--- config.mk ---
export PLATFORM = sky130hd
export DESIGN_NAME = bst_engine
export DESIGN_NICKNAME = d
export VERILOG_FILES = /design/src/rtl/bst_pkg.sv /design/src/rtl/bst_decode.sv /design/src/rtl/bst_seg.sv /design/src/rtl/bst_shadow.sv /design/src/rtl/bst_engine.sv
export SDC_FILE = /design/constraint.sdc
export NUM_CORES = 1
export LEC_CHECK = 0
export ABC_AREA = 1
export BUFFER_PORTS_ARGS = -buffer_cell sky130_fd_sc_hd__buf_2
export CORE_MARGIN = 5
export CORE_UTILIZATION = 50
export CTS_CLUSTER_DIAMETER = 120
export DETAILED_ROUTE_END_ITERATION = 8
export GPL_TIMING_DRIVEN = 0
export PLACE_DENSITY_LB_ADDON = 0.3
export SYNTH_ARGS = -nofsm -noshare
export SYNTH_HDL_FRONTEND = slang
export SYNTH_SLANG_ARGS = --single-unit
export TNS_END_PERCENT = 100
--- constraint.sdc ---
create_clock -name tck -period 2.4 [get_ports tck]
set_input_delay 0.6 -clock tck [delete_from_list [all_inputs] [get_ports tck]]
set_output_delay 0.6 -clock tck [all_outputs]
set_load 0.02 [all_outputs]
--- src/rtl/bst_pkg.sv ---
package bst_pkg;
  typedef enum logic [2:0] {
    OP_NONE   = 3'b000,
    OP_GEN    = 3'b001,
    OP_SIG    = 3'b010,
    OP_SIGGEN = 3'b011,
    OP_CNT    = 3'b100,
    OP_SIGCNT = 3'b101,
    OP_RSV6   = 3'b110,
    OP_RSV7   = 3'b111
  } bst_op_e;

  typedef enum logic [1:0] {
    SEG_HOLD = 2'd0,
    SEG_GEN  = 2'd1,
    SEG_SIG  = 2'd2,
    SEG_CNT  = 2'd3
  } seg_mode_e;
endpackage

--- src/rtl/bst_decode.sv ---
module bst_decode
  import bst_pkg::*;
(
  input  logic      tck,
  input  logic      rst_n,
  input  logic      run_instr,
  input  logic      in_idle,
  input  logic [2:0] ctrl_op,
  output logic      active,
  output logic      split,
  output seg_mode_e full_mode,
  output seg_mode_e lo_mode,
  output seg_mode_e hi_mode
);
  assign active = run_instr & in_idle;

  always_comb begin
    split     = 1'b0;
    full_mode = SEG_HOLD;
    lo_mode   = SEG_HOLD;
    hi_mode   = SEG_HOLD;
    if (active) begin
      case (bst_op_e'(ctrl_op))
        OP_GEN:    full_mode = SEG_GEN;
        OP_SIG:    full_mode = SEG_SIG;
        OP_CNT:    full_mode = SEG_CNT;
        OP_SIGGEN: begin split = 1'b1; lo_mode = SEG_SIG; hi_mode = SEG_GEN; end
        OP_SIGCNT: begin split = 1'b1; lo_mode = SEG_SIG; hi_mode = SEG_CNT; end
        default:   ;
      endcase
    end
  end

  // in split operation the input half compresses and the output half never does
  assert_split_roles_R7: assert property (@(posedge tck) disable iff (!rst_n)
    split |-> (lo_mode == SEG_SIG && hi_mode != SEG_SIG && hi_mode != SEG_HOLD));
endmodule

--- src/rtl/bst_seg.sv ---
module bst_seg
  import bst_pkg::*;
#(
  parameter int W   = 36,
  parameter int TAP = 25
) (
  input  logic [W-1:0] cur,
  input  logic [W-1:0] pins,
  input  seg_mode_e    mode,
  output logic [W-1:0] nxt
);
  logic         fb;
  logic [W-1:0] shifted;

  assign fb      = cur[W-1] ^ cur[TAP-1];
  assign shifted = {cur[W-2:0], fb};

  always_comb begin
    case (mode)
      SEG_GEN:  nxt = (cur == '0) ? W'(1) : shifted;
      SEG_SIG:  nxt = shifted ^ pins;
      SEG_CNT:  nxt = cur + W'(1);
      default:  nxt = cur;
    endcase
  end
endmodule

--- src/rtl/bst_shadow.sv ---
module bst_shadow #(
  parameter int W = 36
) (
  input  logic         tck,
  input  logic         rst_n,
  input  logic         upd,
  input  logic [W-1:0] stg,
  output logic [W-1:0] sh
);
  always_ff @(negedge tck or negedge rst_n) begin
    if (!rst_n)   sh <= '0;
    else if (upd) sh <= stg;
  end
endmodule

--- src/rtl/bst_engine.sv ---
module bst_engine
  import bst_pkg::*;
#(
  parameter int STAGES   = 36,
  parameter int TAP_FULL = 25,
  parameter int TAP_HALF = 11
) (
  input  logic              tck,
  input  logic              rst_n,
  input  logic              run_instr,
  input  logic              in_idle,
  input  logic [2:0]        ctrl_op,
  input  logic [STAGES-1:0] pin_in,
  output logic [STAGES-1:0] shadow_out
);
  localparam int HALF = STAGES / 2;

  logic              active, split, upd_q;
  seg_mode_e         full_mode, lo_mode, hi_mode;
  logic [STAGES-1:0] stg_q, full_nxt, stg_nxt;
  logic [HALF-1:0]   lo_nxt, hi_nxt;

  bst_decode u_decode (
    .tck, .rst_n, .run_instr, .in_idle, .ctrl_op,
    .active, .split, .full_mode, .lo_mode, .hi_mode
  );

  bst_seg #(.W(STAGES), .TAP(TAP_FULL)) u_full (
    .cur(stg_q), .pins(pin_in), .mode(full_mode), .nxt(full_nxt)
  );

  generate
    if (HALF > TAP_HALF) begin : g_split
      bst_seg #(.W(HALF), .TAP(TAP_HALF)) u_lo (
        .cur(stg_q[HALF-1:0]), .pins(pin_in[HALF-1:0]), .mode(lo_mode), .nxt(lo_nxt)
      );
      bst_seg #(.W(HALF), .TAP(TAP_HALF)) u_hi (
        .cur(stg_q[STAGES-1:HALF]), .pins(pin_in[STAGES-1:HALF]), .mode(hi_mode), .nxt(hi_nxt)
      );
    end else begin : g_nosplit
      assign lo_nxt = stg_q[HALF-1:0];
      assign hi_nxt = stg_q[STAGES-1:HALF];
    end
  endgenerate

  assign stg_nxt = split ? {hi_nxt, lo_nxt} : full_nxt;

  always_ff @(posedge tck or negedge rst_n) begin
    if (!rst_n) begin
      stg_q <= '0;
      upd_q <= 1'b0;
    end else begin
      stg_q <= stg_nxt;
      upd_q <= active;
    end
  end

  bst_shadow #(.W(STAGES)) u_shadow (
    .tck, .rst_n, .upd(upd_q), .stg(stg_q), .sh(shadow_out)
  );

  assert_hold_inactive_R2: assert property (@(posedge tck) disable iff (!rst_n)
    !active |=> $stable(stg_q));

  assert_shadow_follow_R3: assert property (@(posedge tck) disable iff (!rst_n)
    $past(active) |-> (shadow_out == stg_q));

  assert_gen_nonzero_R4: assert property (@(posedge tck) disable iff (!rst_n)
    (active && ctrl_op == OP_GEN) |=> (stg_q != '0));

  assert_count_step_R6: assert property (@(posedge tck) disable iff (!rst_n)
    (active && ctrl_op == OP_CNT) |=> (stg_q == $past(stg_q) + STAGES'(1)));

  assert_unassigned_hold_R8: assert property (@(posedge tck) disable iff (!rst_n)
    (active && (ctrl_op == OP_NONE || ctrl_op == OP_RSV6 || ctrl_op == OP_RSV7))
      |=> $stable(stg_q));
endmodule

# Word level (Yosys, flattened, before mapping)
# Cells that the tools add are included.
# op_classes
n_addsub	3
eq_ne	16
muxes	15
n_bitwise	7
n_reduce_logical	7
# ops
op	count
18-bit one-hot mux with 3 select lines	2
36-bit one-hot mux with 3 select lines	1
36-bit two-way mux	2
18-bit by 1-bit adder with 18-bit output (second input constant)	2
36-bit by 1-bit adder with 36-bit output (second input constant)	1
18-bit zero test	2
36-bit zero test	1
18-bit two-way mux	2
18-bit bitwise XOR	2
36-bit bitwise XOR	1
2-bit equality test (second input constant)	6
2-bit two-way mux	4
4-bit by 1-bit != test with 1-bit output (second input constant)	2
2-bit by 1-bit equality test with 1-bit output (second input constant)	3
3-bit by 2-bit equality test with 1-bit output (second input constant)	2
3-bit equality test (second input constant)	2
2-bit one-hot mux with 3 select lines	1
2-bit one-hot mux with 2 select lines	1
2-bit AND reduction	2
4-bit nonzero test	1
3-bit by 1-bit equality test with 1-bit output (second input constant)	1
1-bit bitwise XOR	3
1-bit two-way mux	2
2-bit OR reduction	1
1-bit AND	1
# word_totals
register_bits	73
input_bits	43
out_inout_bits	36
wordCells	52

# Depth between registers and ports, before layout
# Gate-level depths: netlist (run 1).
# logic_depth
ltp_word	7
ltp_mapped	14
ltp_nobuf	14

# By module
# From an unflattened synthesis (run 1), not the netlist that was laid out.
# hier_totals
cells_unflattened	1293
area_unflattened_um2	7776.2
# by_module_without_submodules
mod	n_inst	cells_each	area_each_um2	seq_area_each_um2
bst_seg (u_full)	1	492	2446.1	0.0
bst_seg (g_split.u_hi ...)	2	238	1187.4	0.0
bst_engine	1	153	1443.9	925.9
bst_shadow	1	152	1418.9	900.9
bst_decode	1	20	92.6	0.0

==> reports/results.tsv, run 1 <==
stage	metric	value	unit
clock_network	hold buffer count at CTS	0	
clock_network	clock network latency to the later pin of the worst-skew pair	0.35	ns
placed_design	dpl cell area	6411	sq um
layout	ratio of cells with drive above 1 in the final layout	19.38	%
synthesis	share of synthesized registers carrying an async set or reset	100.0	%
synthesis	most common cell in the synthesized netlist	nand2_1	
synthesis	mean instance size in the synthesized netlist	6.360	sq um
timing	Final Skew	0.004862	ns
synthesis	fraction of post-synthesis cell area in the top cell type by area	15.91	%
synthesis	Cell Area, Synth	5819	sq um
worst_setup_path	Buffers & Inverters on Critical Path	1	
placed_design	GP Congestion	1.011	
clock_network	maximum root-to-sink buffer count	2	
global_routing	vias in the first global route	6221	
global_routing	pin count of the biggest net entering global routing	41	
synthesis	Compound-Gate Fraction of Synth Area	16.32	%
power_and_ir_drop	maximum resistive drop on vdd	0.7442	mV
layout	area of all placed cells without fillers	7168	sq um
worst_setup_path	maximum fanout along the worst path	2	
synthesis	primary flip-flop cell chosen by synthesis mapping	dfrtp_1	
power_and_ir_drop	P_leak	3.425	nW
synthesis	largest family of logic cells by synthesized area	simple AND/OR/NAND/NOR gates	
global_routing	number of antenna violations at the first check in global routing	1	
routing	Antenna Violating Nets Remaining	0	
timing	relative slew slack	46.40	%
routing	number of remaining DRC errors	0	
floorplan	starting density of the core	50.96	%
timing	final-report max-slew violation count	0	
worst_setup_path	kind of capture point of the worst setup path	output port	
run_status	run status	finished, violations left	
worst_setup_path	WP depth	1	
worst_setup_path	delay-heaviest family, CP	flip-flops	
clock_network	CTS tree	yes	
layout	fill count	1122	
global_routing	wire length of the first global-routing pass	34040	um
synthesis	net count after synthesis	965	
worst_setup_path	worst reg2reg path depth	3	
floorplan	Core Rows	39	
synthesis	number of enable-type register cells in the synthesized netlist	0	
floorplan	floorplan die height	117.9	um
floorplan	Chip Width	117.9	um
layout	signed area change from the synthesized netlist to the final layout	23.18	%
synthesis	synth unique cells	38	
placed_design	DPL Wire Length	15750	um
synthesis	Simple-Gate Fraction of Synth Area	35.39	%
routing	via count	6714	
placed_design	Port Buffers	78	
routing	via-per-instance ratio	5.714	
synthesis	mux share of post-synthesis cell area	0	%
power_and_ir_drop	Pwr per Cell Area	1128	nW/um^2
timing	RSZ-0062 raised after global routing	yes	
timing	Fin Setup TNS	-10.98	ns
timing	worst hold-check slack	0.2053	ns
run_status	failing checks	setup timing	
worst_setup_path	WP data arrival	2.13	ns
worst_setup_path	element type at the critical path start	flop	
timing	worst setup slack after layout	-0.3322	ns
clock_network	number of buffers created by CTS	9	
routing	final routed wire length divided by cell count	18.41	um
floorplan	die area	13900	sq um
timing	total of endpoints with negative setup slack in the final report	36	
placed_design	worst setup slack before clock tree synthesis	-0.8531	ns
worst_setup_path	required time of the worst setup path	1.80	ns
synthesis	post-synthesis cell count	915	
routing	count of routing violations after the opening detailed-route iteration	905	
synthesis	sequential fraction of the synthesis area	31.39	%
synthesis	Yosys Warn Count	0	
synthesis	total of flip-flops plus latches after synthesis	73	
clock_network	maximum level of the CTS H-tree	3	
clock_network	sink count of the clock tree	73	
clock_network	clock-pin transition on the worst setup and hold timing paths	0.06	ns
clock_network	Root Buffer Master	clkbuf_16	
synthesis	top cells by instance count after synthesis	nand2_1 (234), nor2_1 (150), a21oi_1 (95)	
run	number of violations of the max-capacitance limit	0	
worst_setup_path	worst-path cell chain	buf_6	
worst_setup_path	critical path type	reg -> out	
timing	Hold Violations, Final	0	
power_and_ir_drop	total power draw	8.086	mW
global_routing	global route total overflow	0	
layout	count of inserted antenna diode cells	0	
synthesis	top post-synthesis cells by area	dfrtp_1 (16%), dfrtn_1 (15%), nand2_1 (15%), nor2_1 (9.7%), a21oi_1 (8.2%)	
routing	Detailed Routing Iterations Pass 1	6	
worst_setup_path	biggest cell delay along the critical path	0.44	ns
hold_path	Hold Crit Class	in -> async	
synthesis	fraction of synthesized cell area in xor and xnor cells	6.622	%
timing	Slew @ Worst Pin	0.8040	ns
floorplan	boundary pin count	79	
global_routing	total global routing track utilization	30.71	%
synthesis	post-synthesis adder-cell area fraction	1.505	%
routing	final routed wirelength across all metal layers	21640	um
layout	Final Net Count	1077	
floorplan	placeable core region	11420	sq um
worst_setup_path	worst-path cell with the longest stage delay	dfrtn_1	
synthesis	cell type contributing the most total cell area after synthesis	dfrtp_1	
[final cells by class]
| type | instances | area (sq um) | area share, % |
|---|---|---|---|
| Multi-Input combinational cell | 720 | 3511 | 48.98 |
| Sequential cell | 73 | 1828 | 25.50 |
| Timing Repair Buffer | 103 | 830.8 | 11.59 |
| Inverter | 73 | 274.0 | 3.823 |
| Buffer | 47 | 264.0 | 3.683 |
| Clock buffer | 10 | 239.0 | 3.334 |
| Tap cell | 143 | 178.9 | 2.496 |
| Clock inverter | 6 | 42.54 | 0.5935 |
[final timing paths]
check	start	endpoint	slack, ns
min in group tck	u_shadow.sh[21]	u_shadow.sh[21]	0.49
worst max register to register	upd_q	u_shadow.sh[3]	0.04
worst max-delay path	u_shadow.sh[11]	shadow_out[11]	-0.33
worst min register to register	u_shadow.sh[21]	u_shadow.sh[21]	0.49
max in group asynchronous	rst_n	u_shadow.sh[23]	0.48
worst min-delay path	rst_n	stg_q[4]	0.21
[per-stage QoR]
| stage | instances | utilization (%) |
|---|---|---|
| 4_1_cts | 1163 | 61.64 |
| 3_5_place_dp | 1137 | 56.15 |
| 3_3_place_gp | 1136 | 55.95 |
| 5_1_grt | 1175 | 62.78 |
| 2_1_floorplan | 915 | - |
| 6_report | 1175 | 62.78 |
[state kept, by name, indices dropped and copies added, names as in the netlist]
signal and count:
stg_q 36, upd_q 1, u_shadow.sh 36
[what timing repair did]
action | CTS | global route
buffers inserted | 12 | 12
resized for setup | 88 | 26
setup endpoints to repair | 106 | 86
pin swaps | 1 | 3
[cell families after synthesis]
kind of cell,count (synthesis)
simple gates,490
flops,73
compound gates,179
buf+inv,122
fa+ha+maj,7
xor+xnor,44
[cells in the final DEF, fill, tap and decap left out, types with 3 or more instances in the layout]
cell type  synthesis  final
a21oi_1           95     94
a22oi_1           13     13
buf_2             26     67
buf_4              1     28
buf_6              2     39
clkbuf_16          0      9
clkbuf_2           1     11
dfrtn_1           36     36
dfrtp_1           37     36
ha_1               7      4
ha_2               0      3
inv_1             65     64
inv_2              8      9
nand2_1          234    233
nand3_1           71     70
nand3b_1           3      3
nand4_1           10     10
nor2_1           150    148
nor2_2             5      6
nor2_4             4      5
nor3_1             3      3
o21ai_0           56     56
o21ai_1            6      6
o22ai_1            3      3
or2_2              3      3
xnor2_1            9      9
xor2_1            35     35
[power breakdown]
part	internal (mW)	total, mW	switching, mW
logic	1.69	4.66	2.96
clock network	0.729	1.31	0.576
registers	1.73	2.12	0.392
[per-layer routing]
metal,global-route usage [%],share of wire [%],up-vias
met2,45.23,44,338
met4,12.26,3.0,0
li1,-,-,3184
met5,0,0,-
met1,44.56,44,3134
met3,5.286,9.0,58
Power figures use the tool's default switching activity.
==> inputs of run 2 (changes only) <==
--- a/config.mk
+++ b/config.mk
@@ -5,10 +5,10 @@
 export SDC_FILE = /design/constraint.sdc
 export NUM_CORES = 1
 export LEC_CHECK = 0
-export ABC_AREA = 1
 export BUFFER_PORTS_ARGS = -buffer_cell sky130_fd_sc_hd__buf_2
 export CORE_MARGIN = 5
 export CORE_UTILIZATION = 50
+export CTS_BUF_LIST = sky130_fd_sc_hd__clkbuf_4
 export CTS_CLUSTER_DIAMETER = 120
 export DETAILED_ROUTE_END_ITERATION = 8
 export GPL_TIMING_DRIVEN = 0
==> reports/results.tsv, run 2 <==
stage	metric	value	unit	change
floorplan	starting density of the core	51.49	%	+0.53 points
worst_setup_path	Buffers & Inverters on Critical Path	1		unchanged
layout	signed area change from the synthesized netlist to the final layout	37.70	%	
timing	worst setup slack after layout	-0.4390	ns	-0.1068 ns
placed_design	GP Congestion	1.009		-0.17%
layout	ratio of cells with drive above 1 in the final layout	35.91	%	+17 points
synthesis	share of synthesized registers carrying an async set or reset	100.0	%	unchanged
worst_setup_path	element type at the critical path start	flop		
floorplan	boundary pin count	79		unchanged
layout	Final Net Count	861		-20%
clock_network	CTS tree	yes		
floorplan	placeable core region	10980	sq um	-3.8%
layout	most common cell after layout, fill and taps aside	buf_4		
clock_network	sink count of the clock tree	73		unchanged
worst_setup_path	WP data arrival	2.24	ns	+0.11 ns
routing	count of routing violations after the opening detailed-route iteration	842		-7.0%
worst_setup_path	worst-path cell with the longest stage delay	dfrtn_1		
worst_setup_path	worst reg2reg path depth	4		+1
global_routing	total global routing track utilization	32.12	%	+1.4 points
layout	count of inserted antenna diode cells	0		unchanged
global_routing	vias in the first global route	5976		-3.9%
worst_setup_path	worst-path cell chain	buf_6		
synthesis	top cells by instance count after synthesis	o21ai_0 (53), clkbuf_1 (47), nand2_1 (46)		
routing	Antenna Violating Nets Remaining	0		unchanged
synthesis	sequential fraction of the synthesis area	32.30	%	+0.91 points
power_and_ir_drop	P_leak	3.286	nW	-4.0%
global_routing	number of antenna violations at the first check in global routing	0		-1
layout	area of all placed cells without fillers	7787	sq um	+8.6%
worst_setup_path	biggest cell delay along the critical path	0.47	ns	+0.03 ns
worst_setup_path	required time of the worst setup path	1.80	ns	about the same
synthesis	net count after synthesis	729		-24%
routing	final routed wirelength across all metal layers	22440	um	+3.7%
clock_network	clock network latency to the later pin of the worst-skew pair	0.48	ns	+0.13 ns
synthesis	total of flip-flops plus latches after synthesis	73		unchanged
synthesis	post-synthesis cell count	679		-26%
timing	RSZ-0062 raised after global routing	yes		
layout	commonest non-fill, non-tap cells in the layout	buf_4 (52), buf_2 (50), buf_6 (47)		
placed_design	Port Buffers	77		-1.3%
power_and_ir_drop	Pwr per Cell Area	1008	nW/um^2	-11%
routing	via count	6361		-5.3%
layout	Regs by FF count	stg_q (36), u_shadow.sh (36), upd_q (1)		
routing	via-per-instance ratio	6.654		+16%
synthesis	mean instance size in the synthesized netlist	8.329	sq um	+31%
worst_setup_path	destination of the worst register-to-register timing path	u_shadow.sh[2]		
worst_setup_path	launch point of the worst reg-to-reg path	upd_q		
timing	final-report max-slew violation count	0		unchanged
timing	total of endpoints with negative setup slack in the final report	73		+100%
global_routing	global route total overflow	0		unchanged
synthesis	Cell Area, Synth	5655	sq um	-2.8%
placed_design	dpl cell area	6484	sq um	+1.1%
power_and_ir_drop	maximum resistive drop on vdd	1.018	mV	+37%
synthesis	number of enable-type register cells in the synthesized netlist	0		unchanged
routing	Detailed Routing Iterations Pass 1	6		unchanged
worst_setup_path	flop2flop setup slack	-0.20	ns	-0.24 ns
run_status	failing checks	setup timing		
clock_network	hold buffer count at CTS	0		unchanged
hold_path	Hold Crit Class	in -> async		
synthesis	cell type contributing the most total cell area after synthesis	dfrtp_1		
timing	relative slew slack	40.54	%	-5.9 points
routing	final routed wire length divided by cell count	23.47	um	+27%
worst_setup_path	critical path type	reg -> out		
synthesis	primary flip-flop cell chosen by synthesis mapping	dfrtp_1		
routing	number of remaining DRC errors	0		unchanged
floorplan	floorplan die height	116.4	um	-1.3%
timing	Slew @ Worst Pin	0.8826	ns	+0.07851 ns
run_status	run status	finished, violations left		
floorplan	Core Rows	38		-2.6%
worst_setup_path	kind of capture point of the worst setup path	output port		
floorplan	Chip Width	116.4	um	-1.3%
synthesis	most common cell in the synthesized netlist	o21ai_0		
synthesis	synth unique cells	64		+68%
clock_network	maximum level of the CTS H-tree	3		unchanged
placed_design	DPL Wire Length	14960	um	-5.0%
synthesis	top post-synthesis cells by area	dfrtp_1 (16%), dfrtn_1 (16%), mux2_2 (7.2%), xor2_1 (5.3%), o21ai_0 (4.7%)		
global_routing	wire length of the first global-routing pass	32860	um	-3.5%
global_routing	pin count of the biggest net entering global routing	43		+4.9%
timing	worst hold-check slack	0.04841	ns	-0.1569 ns
synthesis	fraction of post-synthesis cell area in the top cell type by area	16.37	%	+0.46 points
timing	Final Skew	0.05803	ns	+0.05317 ns
synthesis	Yosys Warn Count	0		unchanged
clock_network	Root Buffer Master	clkbuf_4		
worst_setup_path	maximum fanout along the worst path	2		unchanged
timing	Hold Violations, Final	0		unchanged
clock_network	clock-pin transition on the worst setup and hold timing paths	0.13	ns	+0.07 ns
worst_setup_path	delay-heaviest family, CP	flip-flops		
clock_network	number of buffers created by CTS	9		unchanged
run	number of violations of the max-capacitance limit	0		unchanged
floorplan	die area	13540	sq um	-2.6%
clock_network	maximum root-to-sink buffer count	2		unchanged
[run 2: changes by cell type after synthesis, sizes merged, moves of 11 or more]
| cell | change |
|---|---|
| mux2 | +36 |
| a31oi | +11 |
| xnor2 | +20 |
| nand2 | -191 |
| inv | -56 |
| nor2 | -116 |
| clkbuf | +29 |
| and4 | +11 |
| a22oi | +15 |
| nand3 | -45 |
| nor4 | +12 |
| a21oi | -51 |
[run 2: area by class of cell]
| type | instances | area [sq um] |
|---|---|---|
| fill | 844 | 3196 |
| tap | 140 | 175.2 |
| clock inverter | 5 | 80.08 |
| clock buffer | 11 | 82.58 |
| sequential | 73 | 1832 |
| inverter | 17 | 78.83 |
| timing repair buffer | 132 | 1125 |
| buffer | 59 | 518.0 |
| multi-input combinational | 519 | 3896 |
[run 2: timing repair]
item / in CTS / in global routing
pin swaps: 8 / 14
resized for setup: 131 / 99
buffers inserted: 19 / 35
gates cloned: 3 / 1
setup endpoints to repair: 105 / 102
[run 2: worst max-delay path by stage]
| stage | from | endpoint | slack [ns] | cells past startpoint |
|---|---|---|---|---|
| floorplan | ctrl_op[2] | stg_q[25] | -0.20 | 11 |
| global placement | ctrl_op[0] | stg_q[26] | -1.11 | 12 |
| detailed placement | ctrl_op[0] | stg_q[26] | -1.22 | 12 |
| CTS | u_shadow.sh[26] | shadow_out[26] | -0.44 | 1 |
| global route | u_shadow.sh[11] | shadow_out[11] | -0.47 | 1 |
| finish | u_shadow.sh[26] | shadow_out[26] | -0.44 | 1 |
[run 2: routing by layer]
metal,part of all wire (%),track usage (%),vias up
li1,-,-,2766
met4,5.8,20.11,0
met3,8.7,3.990,96
met1,38,39.90,3040
met2,47,52.94,459
met5,0,0,-
[run 2: metrics by stage]
stage	setup TNS, ns	total power, mW	util, %	instances	setup slack [ns]
5_1_grt	-20.40	8.242	70.90	956	-0.4666
4_1_cts	-18.16	7.264	66.55	929	-0.4389
3_5_place_dp	-29.49	5.734	59.03	897	-1.218
6_report	-19.17	7.852	70.90	956	-0.4390
3_3_place_gp	-58.09	5.638	58.83	896	-1.110
2_1_floorplan	-4.532	4.654	-	679	-0.1993
[run 2: cells by family after synthesis]
group	Yosys count	share of synthesized area [%]
compound gates	206	23.63
xor+xnor	63	9.757
fa+ha+maj	7	1.549
buf+inv	87	6.217
flops	73	32.30
mux	39	7.699
simple gates	204	18.85
[run 2: report_power, final]
group | total (mW) | internal (mW) | leakage (nW) | switching, mW
Clock | 0.957 | 0.446 | 0.0851 | 0.512
Sequential | 2.41 | 1.79 | 0.900 | 0.620
Combinational | 4.49 | 2.20 | 2.30 | 2.29
==> inputs of run 3 (changes only) <==
--- a/config.mk
+++ b/config.mk
@@ -12,7 +12,8 @@
 export CTS_CLUSTER_DIAMETER = 120
 export DETAILED_ROUTE_END_ITERATION = 8
 export GPL_TIMING_DRIVEN = 0
-export PLACE_DENSITY_LB_ADDON = 0.3
+export HOLD_SLACK_MARGIN = 0.12
+export PLACE_DENSITY = 0.71
 export SYNTH_ARGS = -nofsm -noshare
 export SYNTH_HDL_FRONTEND = slang
 export SYNTH_SLANG_ARGS = --single-unit
==> constraint.sdc (replaced) <==
create_clock -name tck -period 3 [get_ports tck]
set_input_delay 0.75 -clock tck [delete_from_list [all_inputs] [get_ports tck]]
set_output_delay 0.75 -clock tck [all_outputs]
set_load 0.02 [all_outputs]
==> reports/results.tsv, run 3 (synthesis gave the netlist of run 2 again) <==
stage	metric	value	unit	change
clock_network	maximum root-to-sink buffer count	2		unchanged
worst_setup_path	critical path type	reg -> out		
global_routing	global route total overflow	0		unchanged
power_and_ir_drop	P_leak	2.790	nW	-15%
global_routing	wire length of the first global-routing pass	31180	um	-5.1%
worst_setup_path	WP depth	1		unchanged
routing	Detailed Routing Iterations Pass 1	8		+2
layout	signed area change from the synthesized netlist to the final layout	19.76	%	
timing	worst setup slack after layout	-0.2671	ns	+0.1719 ns
routing	Antenna Violating Nets Remaining	0		unchanged
clock_network	clock network latency to the later pin of the worst-skew pair	0.49	ns	about the same
clock_network	maximum level of the CTS H-tree	3		unchanged
power_and_ir_drop	Pwr per Cell Area	847.0	nW/um^2	-16%
worst_setup_path	kind of capture point of the worst setup path	output port		
routing	top layer reached by signal wires	met4		
placed_design	DPL Wire Length	14570	um	-2.6%
placed_design	Port Buffers	77		unchanged
run_status	run status	finished, violations left		
routing	via-per-instance ratio	6.431		-3.3%
placed_design	GP Congestion	0.9483		-6.0%
worst_setup_path	worst reg2reg path depth	2		-2
timing	RSZ-0062 raised after global routing	yes		
worst_setup_path	biggest cell delay along the critical path	0.46	ns	about the same
clock_network	number of buffers created by CTS	9		unchanged
worst_setup_path	first element of the critical path	u_shadow.sh[2]		
routing	final routed wirelength across all metal layers	19970	um	-11%
worst_setup_path	Buffers & Inverters on Critical Path	1		unchanged
worst_setup_path	destination of the worst register-to-register timing path	u_shadow.sh[6]		
run	number of violations of the max-capacitance limit	0		unchanged
routing	via count	5904		-7.2%
floorplan	boundary pin count	79		unchanged
hold_path	Hold Crit Class	in -> async		
timing	final-report max-slew violation count	0		unchanged
global_routing	number of antenna violations at the first check in global routing	0		unchanged
clock_network	clock-pin transition on the worst setup and hold timing paths	0.15	ns	+0.02 ns
floorplan	starting density of the core	51.49	%	unchanged
routing	count of routing violations after the opening detailed-route iteration	813		-3.4%
power_and_ir_drop	total power draw	5.737	mW	-27%
routing	Detail Route met3 WL	1529	um	-22%
worst_setup_path	worst-path cell chain	buf_6		
layout	Regs by FF count	stg_q (36), u_shadow.sh (36), upd_q (1)		
timing	Slew @ Worst Pin	1.245	ns	+0.3621 ns
routing	wire length on met1	8107	um	-5.9%
worst_setup_path	launch point of the worst reg-to-reg path	upd_q		
timing	Final Skew	0.06379	ns	+0.005754 ns
layout	count of inserted antenna diode cells	0		unchanged
floorplan	placeable core region	10980	sq um	unchanged
layout	Final Net Count	823		-4.4%
worst_setup_path	CP Capture Point	shadow_out[2]		
power_and_ir_drop	maximum resistive drop on vdd	0.5511	mV	-46%
worst_setup_path	WP data arrival	2.52	ns	+0.28 ns
routing	amount of wire on met2 after detailed routing	9742	um	-7.8%
worst_setup_path	element type at the critical path start	flop		
timing	Hold Violations, Final	0		unchanged
clock_network	sink count of the clock tree	73		unchanged
timing	total of endpoints with negative setup slack in the final report	36		-51%
global_routing	vias in the first global route	5721		-4.3%
floorplan	die area	13540	sq um	unchanged
global_routing	pin count of the biggest net entering global routing	38		-12%
floorplan	Core Rows	38		unchanged
timing	relative slew slack	16.26	%	-24 points
routing	final routed wire length divided by cell count	21.75	um	-7.3%
floorplan	floorplan die height	116.4	um	unchanged
run_status	failing checks	setup timing		
worst_setup_path	maximum fanout along the worst path	2		unchanged
clock_network	CTS tree	yes		
layout	commonest non-fill, non-tap cells in the layout	buf_2 (58), o21ai_0 (52), nand2_1 (45)		
worst_setup_path	delay-heaviest family, CP	flip-flops		
worst_setup_path	flop2flop setup slack	0.06	ns	+0.26 ns
layout	most common cell after layout, fill and taps aside	buf_2		
floorplan	Chip Width	116.4	um	unchanged
clock_network	Root Buffer Master	clkbuf_4		
layout	ratio of cells with drive above 1 in the final layout	24.81	%	-11 points
worst_setup_path	required time of the worst setup path	2.25	ns	+0.45 ns
global_routing	total global routing track utilization	30.13	%	-2.0 points
routing	number of remaining DRC errors	0		unchanged
worst_setup_path	worst-path cell with the longest stage delay	dfrtn_1		
placed_design	worst setup slack before clock tree synthesis	-0.9322	ns	+0.2854 ns
-- run 3: changes by cell type in the layout (fill, tap and decap cells not counted), moves of 8 or more --
| cell | change |
|---|---|
| buf_2 | +8 |
| buf_4 | -40 |
| buf_6 | -10 |
| buf_8 | -8 |
| clkbuf_1 | +21 |
| mux2_2 | +20 |
| mux2_4 | -20 |
| o21ai_0 | +12 |
| o21ai_1 | -11 |
-- run 3: power breakdown --
part | internal (mW) | leakage [nW] | total (mW) | switching (mW)
logic | 1.41 | 1.79 | 3.20 | 1.78
registers | 1.42 | 0.904 | 1.76 | 0.335
clock network | 0.347 | 0.0924 | 0.780 | 0.432
total | 3.19 | 2.79 | 5.74 | 2.55
-- run 3: worst min path at each step --
stage               startpoint              end  slack [ns]  cells past startpoint
2_1_floorplan            rst_n         stg_q[0]        0.45                      0
3_3_place_gp   u_shadow.sh[22]  u_shadow.sh[22]        0.45                      1
3_5_place_dp   u_shadow.sh[10]  u_shadow.sh[10]        0.45                      1
4_1_cts                  rst_n        stg_q[23]        0.23                      1
5_1_grt                  rst_n        stg_q[21]        0.25                      1
6_report                 rst_n        stg_q[24]        0.21                      1
-- run 3: stage by stage --
step                      util (%)  area (sq um)  instances  hold WS, ns  setup TNS [ns]
final                        61.67          6773        918       0.2116          -8.826
after CTS                    61.07          6708        913       0.2275          -9.201
after global routing         61.67          6773        918       0.2539          -10.25
after global placement       56.70          6227        896       0.4464          -63.11
after floorplan                  -          5667        679       0.4544               0
after detailed placement     56.90          6250        897       0.4508          -37.80
-- run 3: final cells by class --
| type | instances | area [sq um] |
|---|---|---|
| Buffer | 67 | 311.5 |
| Multi-Input combinational cell | 519 | 3527 |
| Clock inverter | 7 | 102.6 |
| Timing Repair Buffer | 86 | 693.2 |
| Sequential cell | 73 | 1828 |
| Tap cell | 140 | 175.2 |
| Fill cell | 994 | 4210 |
| Inverter | 17 | 67.56 |
| Clock buffer | 9 | 67.56 |
-- run 3: routing by layer --
metal  up-vias  GRT usage (%)
met3        48          5.181
met5         -              0
met4         0          11.45
li1       2693              -
met1      2888          38.82
met2       275          50.61
-- run 3: repair_timing --
action | 4_1_cts | 5_1_grt
hold buffers | 0 | 0
gates cloned | 0 | 0
resized for setup | 96 | 17
pin swaps | 0 | 1
endpoints found under the setup margin | 98 | 66
setup buffers | 2 | 6
